<file path="src/rtl/pwm_ctrl_pkg.sv">
package pwm_ctrl_pkg;

    localparam int REG_W     = 32;
    localparam int SCALE_W   = 13;
    localparam int DUTY_W    = 8;
    localparam int SCALE_LSB = 0;
    localparam int DUTY_LSB  = 16;
    localparam int FULL_BIT  = 24;
    localparam int EN_BIT    = 31;

    typedef struct packed {
        logic                en;
        logic                full;
        logic [DUTY_W-1:0]   duty;
        logic [SCALE_W-1:0]  scale;
    } pwm_cfg_t;

    function automatic pwm_cfg_t word_to_cfg(input logic [REG_W-1:0] w);
        pwm_cfg_t c;
        logic     unused_bits;
        unused_bits = ^w;
        c.en    = w[EN_BIT];
        c.full  = w[FULL_BIT];
        c.duty  = w[DUTY_LSB +: DUTY_W];
        c.scale = w[SCALE_LSB +: SCALE_W];
        return c;
    endfunction

    function automatic logic [REG_W-1:0] cfg_to_word(input pwm_cfg_t c);
        logic [REG_W-1:0] w;
        w = '0;
        w[EN_BIT]                 = c.en;
        w[FULL_BIT]               = c.full;
        w[DUTY_LSB +: DUTY_W]     = c.duty;
        w[SCALE_LSB +: SCALE_W]   = c.scale;
        return w;
    endfunction

endpackage

</file>
<file path="src/rtl/pwm_prescaler.sv">
module pwm_prescaler
    import pwm_ctrl_pkg::*;
#(
    parameter int DIV_W = SCALE_W
) (
    input  logic             clk,
    input  logic             rst_n,
    input  logic             run,
    input  logic [DIV_W-1:0] limit,
    output logic             tick
);

    typedef struct packed {
        logic [DIV_W-1:0] cnt;
    } pre_state_t;

    pre_state_t st_d, st_q;

    // A stale count above a freshly lowered limit wraps at once.
    assign tick = run && (st_q.cnt >= limit);

    always_comb begin
        st_d = st_q;
        if (!run) begin
            st_d.cnt = '0;
        end else if (tick) begin
            st_d.cnt = '0;
        end else begin
            st_d.cnt = st_q.cnt + 1'b1;
        end
    end

    always_ff @(posedge clk or negedge rst_n) begin
        if (!rst_n) begin
            st_q <= '0;
        end else begin
            st_q <= st_d;
        end
    end

endmodule

</file>
<file path="src/rtl/pwm_channel.sv">
module pwm_channel
    import pwm_ctrl_pkg::*;
(
    input  logic     clk,
    input  logic     rst_n,
    input  pwm_cfg_t cfg,
    output logic     pwm
);

    typedef struct packed {
        logic [DUTY_W-1:0] pos;
    } chan_state_t;

    chan_state_t st_d, st_q;
    logic        tick;

    pwm_prescaler #(
        .DIV_W (SCALE_W)
    ) u_pre (
        .clk   (clk),
        .rst_n (rst_n),
        .run   (cfg.en),
        .limit (cfg.scale),
        .tick  (tick)
    );

    always_comb begin
        st_d = st_q;
        if (!cfg.en) begin
            st_d.pos = '0;
        end else if (tick) begin
            st_d.pos = st_q.pos + 1'b1;
        end
    end

    assign pwm = cfg.en && (cfg.full || (st_q.pos < cfg.duty));

    always_ff @(posedge clk or negedge rst_n) begin
        if (!rst_n) begin
            st_q <= '0;
        end else begin
            st_q <= st_d;
        end
    end

endmodule

</file>
<file path="src/rtl/pwm_regfile.sv">
module pwm_regfile
    import pwm_ctrl_pkg::*;
#(
    parameter int NUM_CH = 4,
    parameter int ADDR_W = 8
) (
    input  logic                         clk,
    input  logic                         rst_n,
    input  logic                         wr_en,
    input  logic [ADDR_W-1:0]            addr,
    input  logic [REG_W-1:0]             wdata,
    output logic [REG_W-1:0]             rdata,
    output pwm_cfg_t [NUM_CH-1:0]        cfg
);

    localparam int SEL_W = ADDR_W - 4;

    typedef struct packed {
        pwm_cfg_t [NUM_CH-1:0] word;
    } rf_state_t;

    rf_state_t         st_d, st_q;
    logic [SEL_W-1:0]  sel;
    logic              unused_low;

    assign sel        = addr[ADDR_W-1:4];
    assign unused_low = ^addr[3:0];

    always_comb begin
        st_d = st_q;
        for (int k = 0; k < NUM_CH; k++) begin
            if (wr_en && (sel == SEL_W'(k))) begin
                st_d.word[k] = word_to_cfg(wdata);
            end
        end
    end

    always_comb begin
        rdata = '0;
        for (int k = 0; k < NUM_CH; k++) begin
            if (sel == SEL_W'(k)) begin
                rdata = cfg_to_word(st_q.word[k]);
            end
        end
    end

    assign cfg = st_q.word;

    always_ff @(posedge clk or negedge rst_n) begin
        if (!rst_n) begin
            st_q <= '0;
        end else begin
            st_q <= st_d;
        end
    end

endmodule

</file>
<file path="src/rtl/pwm_ctrl_top.sv">
module pwm_ctrl_top
    import pwm_ctrl_pkg::*;
#(
    parameter int NUM_CH = 4,
    parameter int ADDR_W = 8
) (
    input  logic              clk,
    input  logic              rst_n,
    input  logic              wr_en,
    input  logic [ADDR_W-1:0] addr,
    input  logic [31:0]       wdata,
    output logic [31:0]       rdata,
    output logic [NUM_CH-1:0] pwm_out
);

    pwm_cfg_t [NUM_CH-1:0] cfg;

    pwm_regfile #(
        .NUM_CH (NUM_CH),
        .ADDR_W (ADDR_W)
    ) u_regs (
        .clk   (clk),
        .rst_n (rst_n),
        .wr_en (wr_en),
        .addr  (addr),
        .wdata (wdata),
        .rdata (rdata),
        .cfg   (cfg)
    );

    for (genvar g = 0; g < NUM_CH; g++) begin : g_ch
        pwm_channel u_ch (
            .clk   (clk),
            .rst_n (rst_n),
            .cfg   (cfg[g]),
            .pwm   (pwm_out[g])
        );
    end

endmodule

</file>
<file path="config.mk">
export PLATFORM = sky130hd
export DESIGN_NAME = pwm_ctrl_top
export DESIGN_NICKNAME = d
export VERILOG_FILES = /design/src/rtl/pwm_ctrl_pkg.sv /design/src/rtl/pwm_prescaler.sv /design/src/rtl/pwm_channel.sv /design/src/rtl/pwm_regfile.sv /design/src/rtl/pwm_ctrl_top.sv
export SDC_FILE = /design/constraint.sdc
export NUM_CORES = 1
export LEC_CHECK = 0
export ABC_AREA = 1
export CAP_MARGIN = 25
export CORE_ASPECT_RATIO = 2
export CORE_MARGIN = 5
export CORE_UTILIZATION = 40
export DETAILED_ROUTE_END_ITERATION = 8
export PLACE_DENSITY = 0.66
export SLEW_MARGIN = 20
export SYNTH_ARGS = -nofsm -noshare
export SYNTH_HDL_FRONTEND = slang
export SYNTH_SLANG_ARGS = --single-unit
</file>
<file path="constraint.sdc">
create_clock -name clk -period 2 [get_ports clk]
set_clock_uncertainty 0.1 [all_clocks]
set_input_delay 0.4 -clock clk [delete_from_list [all_inputs] [get_ports clk]]
set_output_delay 0.4 -clock clk [all_outputs]
set_load 0.01 [all_outputs]
</file>
After elaboration in Yosys (flattened, before gate mapping)
Cells that the tools add are included.
{ "op_classes": {"add_sub_neg": 8, "n_lt_le_gt_ge": 8, "eq_ne": 7, "mux": 20, "reduce_logical": 17} }
{ "op_table": {"columns": ["op", "n"], "rows": [
  ["32-bit two-way mux", 4],
  ["13-bit two-way mux", 8],
  ["8-bit two-way mux", 8],
  ["13-bit by 1-bit adder with 13-bit output, second input constant", 4],
  ["13-bit greater-or-equal comparator", 4],
  ["8-bit by 1-bit adder with 8-bit output, second input constant", 4],
  ["8-bit less-than comparator", 4],
  ["1-bit logical AND", 12],
  ["4-bit by 2-bit equality test with 1-bit output, second input constant", 2],
  ["2-bit by 1-bit inequality test with 1-bit output, second input constant", 4],
  ["4-bit by 1-bit equality test with 1-bit output, second input constant", 1],
  ["4-bit logical NOT", 1],
  ["1-bit logical OR", 4]
]} }
{ "totals": {"reg_bits": 176, "inputBits": 43, "output_inout_bits": 36, "word_cells": 84} }

Longest topological paths before layout
{ "logic_depth": {"ltp_word": 5, "mapped_depth": 14, "ltp_nobuf": 13} }

Modules after synthesis
A second synthesis with hierarchy kept.
{ "unflattened": {"hier_cells": 1401, "hier_area_um2": 11205.7} }
{ "by_module_without_submodules": {"columns": ["mod", "instances", "cells_per_inst", "area_each_um2"], "rows": [
  ["pwm_prescaler", 4, 137, 1081.0],
  ["pwm_regfile", 1, 497, 4274.1],
  ["pwm_channel", 4, 89, 651.9]
]} }

Worst setup path after synthesis
No wires, ideal clock.
{ "synth_path": {"path_kind": "reg-to-output", "start": "reg g_ch[0].u_ch.st_q[5] (netlist bit)", "end": "out pwm_out[0]", "t_arrival_ns": 1.343, "setup_slack_ns": 0.157, "stages_incl_launch_ff": 8, "cell_sequence": "dfrtp_1 -> ha_1 -> a21oi_1 -> nor2_1 -> a211oi_1 -> nand2_1 -> a21oi_1 -> buf_4"} }
{ "synth_via": {"elab_chain_len": 3} }
{ "synth_rtl": {"columns": ["element", "line", "text"], "rows": [
  ["start, declared", "pwm_channel.sv:14", "chan_state_t st_d, st_q;"],
  ["start signal, assigned", "pwm_channel.sv:42", "st_q <= st_d;"],
  ["8-bit less-than comparator", "pwm_channel.sv:36", "assign pwm = cfg.en && (cfg.full || (st_q.pos < cfg.duty));"],
  ["1-bit logical OR", "pwm_channel.sv:36", null],
  ["1-bit logical AND", "pwm_channel.sv:36", null],
  ["end, declared", "pwm_ctrl_top.sv:13", "output logic [NUM_CH-1:0] pwm_out"]
]} }
Every way passes these cells.

Final worst setup path
{ "layout_path": {"start": "reg u_regs.st_q, in the netlist u_regs.cfg[40]", "end": "out pwm_out[1]"} }
{ "layout_via": {"elab_chain_len": 3} }
{ "layout_rtl": {"columns": ["element", "line", "text"], "rows": [
  ["start, declared", "pwm_regfile.sv:22", "rf_state_t st_d, st_q;"],
  ["start signal, assigned", "pwm_regfile.sv:53", "st_q <= st_d;"],
  ["8-bit less-than comparator", "pwm_channel.sv:36", null],
  ["1-bit logical OR", "pwm_channel.sv:36", null],
  ["1-bit logical AND", "pwm_channel.sv:36", null]
]} }
Every way passes these cells.

==> qor.txt <==
Leak: 7.44 nW
Ant. Diodes: 0
XOR/XNOR Fraction of Synth Area: 3.36%
Pin count of the biggest net entering global routing: 46
Fill count: 2507
Clock transition at the registers of the reported paths: 0.06 ns
CTS tree: built
Layout cell share with drive strength beyond 1: 23.9%
Final hold violation count: 0
R2R Setup Slk: 0.06 ns
Max VDD drop: 0.000557 V
Crit-path max FO: 2
Max Transition Viols Final: 0
Placer Congestion: 0.898
Latest clock arrival within the worst-skew pair: 0.45 ns
Die height: 244 um
Hold Crit Class: in2async
Mux cell area share after synthesis: 0%
Nature of the critical path startpoint: register
Critical Path RT: 1.50 ns
Core area: 0.0270 mm^2
Pwr/cell area: 754 mW/mm^2
DR vias: 10.1k
Synth Area in Simple Gates: 25.5%
Worst R2R Path Depth: 9
FF+latch count, synth: 176
Gr ovfl total: 0
Initial core utilization: 40.5%
Post-Syn Instances: 1424
Fin nets: 1767
Row cnt: 85
Post-DRT Antenna Nets: 0
Worst Setup SP: u_regs.cfg[40]
Status: complete, but fails checks
Overall Power: 10.9 mW
GRT Resource Usage Total: 21.5%
Fmax: 408 MHz
Routed wire per std cell: 16.4 um
Die Span X: 127 um
Htree depth: 4
Worst Tran Pin Value: 0.500 ns
Setup WS post-layout: -0.453 ns
Sequential area share after synthesis: 40.3%
First-pass GRT wire length: 52700 um
Endpoints failing setup: 26
Worst Setup End Kind: output port
Io pins: 79
1st-iter DRT viols: 585
Hold slack final: 0.376 ns
Clock tree buffer depth: 2
1st-pass router iterations: 5
Drc violations: 0
Crit path capture: pwm_out[1]
Area grow syn2layout: 31.8%
Antenna violations before repair: 0
Final HPWL DP: 24300 um
Setup Crit Path Kind: reg2out
Vias per cell: 5.08
Post-synthesis compound-gate area fraction: 10.3%
Number of global-route vias before repair: 10.5k
Largest family of logic cells by synthesized area: simple AND/OR/NAND/NOR gates
Clk root buf: clkbuf_16
Critical R2R Launch: u_regs.cfg[35]
Num Clock Sinks: 176
Failing checks: negative setup slack
Yosys warns: 0
Min cycle time layout: 2.45 ns
Unrepaired setup endpoints after global routing: true
Pre-CTS setup slack: -0.700 ns
Total CTS buffers: 17
Max cap viols: 0
Post-Route WL: 32800 um
Fin crit share: 123%
Avg Inst Size Synth: 7.68 um^2
R2r endpoint: g_ch[1].u_ch.st_q[6]
Adder-Cell Fraction of Synth Area: 10.1%
Slew HR: 66.6%
Synth unique cells: 34
Die area: 0.0309 mm^2
CP Data Arrival Time: 1.95 ns
Post-Syn Area: 0.0109 mm^2
Port bufs: 56
final cells by class:
type | instances | area [um^2] | share of cell area (%)
clock buffers | 24 | 482 | 3.34
clock inverters | 6 | 35.0 | 0.243
inverters | 231 | 867 | 6.02
multi-input cells | 980 | 6040 | 41.9
flip-flops and latches | 176 | 4410 | 30.6
well taps | 348 | 435 | 3.02
repair buffers | 230 | 2140 | 14.9
metal layers:
layer,share of wire [%],up-vias,global-route usage [%]
met1,36,4832,22.1
li1,-,4941,-
met5,0,-,0
met4,5.8,0,13.4
met3,3.0,94,2.98
met2,55,262,40.2
placed cells by master (no fill, tap or decap), types with 16 or more instances in the layout:
cell type / synthesis / routed
nor2_1: 83 / 76
a21oi_1: 56 / 21
clkbuf_16: 0 / 17
a21oi_2: 0 / 28
o21ai_0: 61 / 57
nand4_1: 21 / 21
dfrtp_1: 176 / 174
inv_1: 224 / 213
nand2_2: 10 / 27
o21ai_1: 43 / 45
buf_6: 4 / 36
nand2_1: 371 / 353
ha_4: 0 / 16
xor2_1: 32 / 32
buf_4: 13 / 133
inv_2: 7 / 18
ha_1: 88 / 71
nor2_2: 21 / 26
nand3_1: 108 / 104
clkdlybuf4s50_1: 0 / 24
metrics by stage:
stage	std cells	area [um^2]	utilization [%]	TNS, ns
floorplan	1432	11000	-	0
detailed placement	1918	12800	47.4	-27.46
finish	1995	14400	53.3	-3.08
global placement	1918	12800	47.4	-20.53
global route	1995	14400	53.3	-4.88
CTS	1981	13900	51.4	-2.82
flip-flops by register name, summed over array words and instances, names as in the netlist:
name                  flops
g_ch.u_ch.st_q           32
g_ch.u_ch.u_pre.st_q     52
u_regs.cfg               92
cell families (layout without fill, tap and decap cells):
| kind of cell | count (synthesis) | in the layout |
|---|---|---|
| xor+xnor | 42 | 42 |
| buf+inv | 276 | 491 |
| simple gates | 643 | 643 |
| other cells | 1 | 9 |
| fa+ha+maj | 88 | 88 |
| compound gates | 198 | 198 |
| flops | 176 | 176 |
timing repair:
action | 4_1_cts | 5_1_grt
gates resized for setup | 209 | 89
pin swaps | 38 | 48
endpoints found under the setup margin | 27 | 98
hold endpoints to repair | 38 | 0
gates cloned | 4 | 0
setup buffers | 29 | 16
hold buffers | 1 | 0
synthesized netlist by cell type:
cell | n | share of area, %
nand2_4 | 2 | 0.21
nor2_2 | 21 | 1.2
nor2_1 | 83 | 2.8
a31oi_4 | 4 | 0.78
o21ai_0 | 61 | 2.8
nand2_2 | 10 | 0.57
xnor2_1 | 10 | 0.80
conb_1 | 1 | 0.034
o211ai_2 | 2 | 0.23
nand3b_1 | 10 | 0.69
a211oi_1 | 4 | 0.27
a21o_1 | 1 | 0.069
inv_1 | 224 | 7.7
nor2_4 | 2 | 0.21
ha_1 | 88 | 10
nor3_1 | 9 | 0.41
dfrtp_1 | 176 | 40
o211ai_1 | 2 | 0.14
nor3_4 | 2 | 0.30
o21ai_1 | 43 | 2.0
clkbuf_1 | 8 | 0.27
clkbuf_2 | 2 | 0.092
buf_4 | 13 | 0.89
nand4_1 | 21 | 1.2
buf_6 | 4 | 0.41
o21bai_1 | 3 | 0.21
o22ai_1 | 22 | 1.3
a21oi_1 | 56 | 2.6
nand2_1 | 371 | 13
inv_2 | 7 | 0.24
nand3_1 | 108 | 4.9
and2_1 | 4 | 0.23
buf_2 | 18 | 0.82
xor2_1 | 32 | 2.6
worst max-delay path, stage by stage (launching register included):
cell and delay [ns]:
dfrtp_1 0.34, inv_1 0.10, ha_1 0.24, a21oi_2 0.14, nor2_1 0.06, a211oi_2 0.15
nand2_1 0.09, a21oi_2 0.15, buf_6 0.14, buf_6 0.10
how the worst min path moves through the flow:
stage / end / cells after the start / slack [ns] / start
finish: g_ch[3].u_ch.u_pre.st_q[6] / 2 / 0.38 / rst_n
global route: g_ch[3].u_ch.u_pre.st_q[6] / 2 / 0.40 / rst_n
CTS: g_ch[3].u_ch.u_pre.st_q[6] / 2 / 0.37 / rst_n
detailed placement: g_ch[3].u_ch.u_pre.st_q[6] / 1 / 0.28 / rst_n
global placement: g_ch[3].u_ch.u_pre.st_q[6] / 1 / 0.28 / rst_n
floorplan: g_ch[0].u_ch.st_q[0] / 0 / 0.004 / rst_n
where the power goes:
group / switching [mW] / internal [mW] / total (mW)
Combinational: 2.00 / 1.45 / 3.45
Clock: 1.43 / 1.66 / 3.09
Sequential: 0.345 / 3.98 / 4.33
Note: power is estimated with default switching activity, not from simulation.
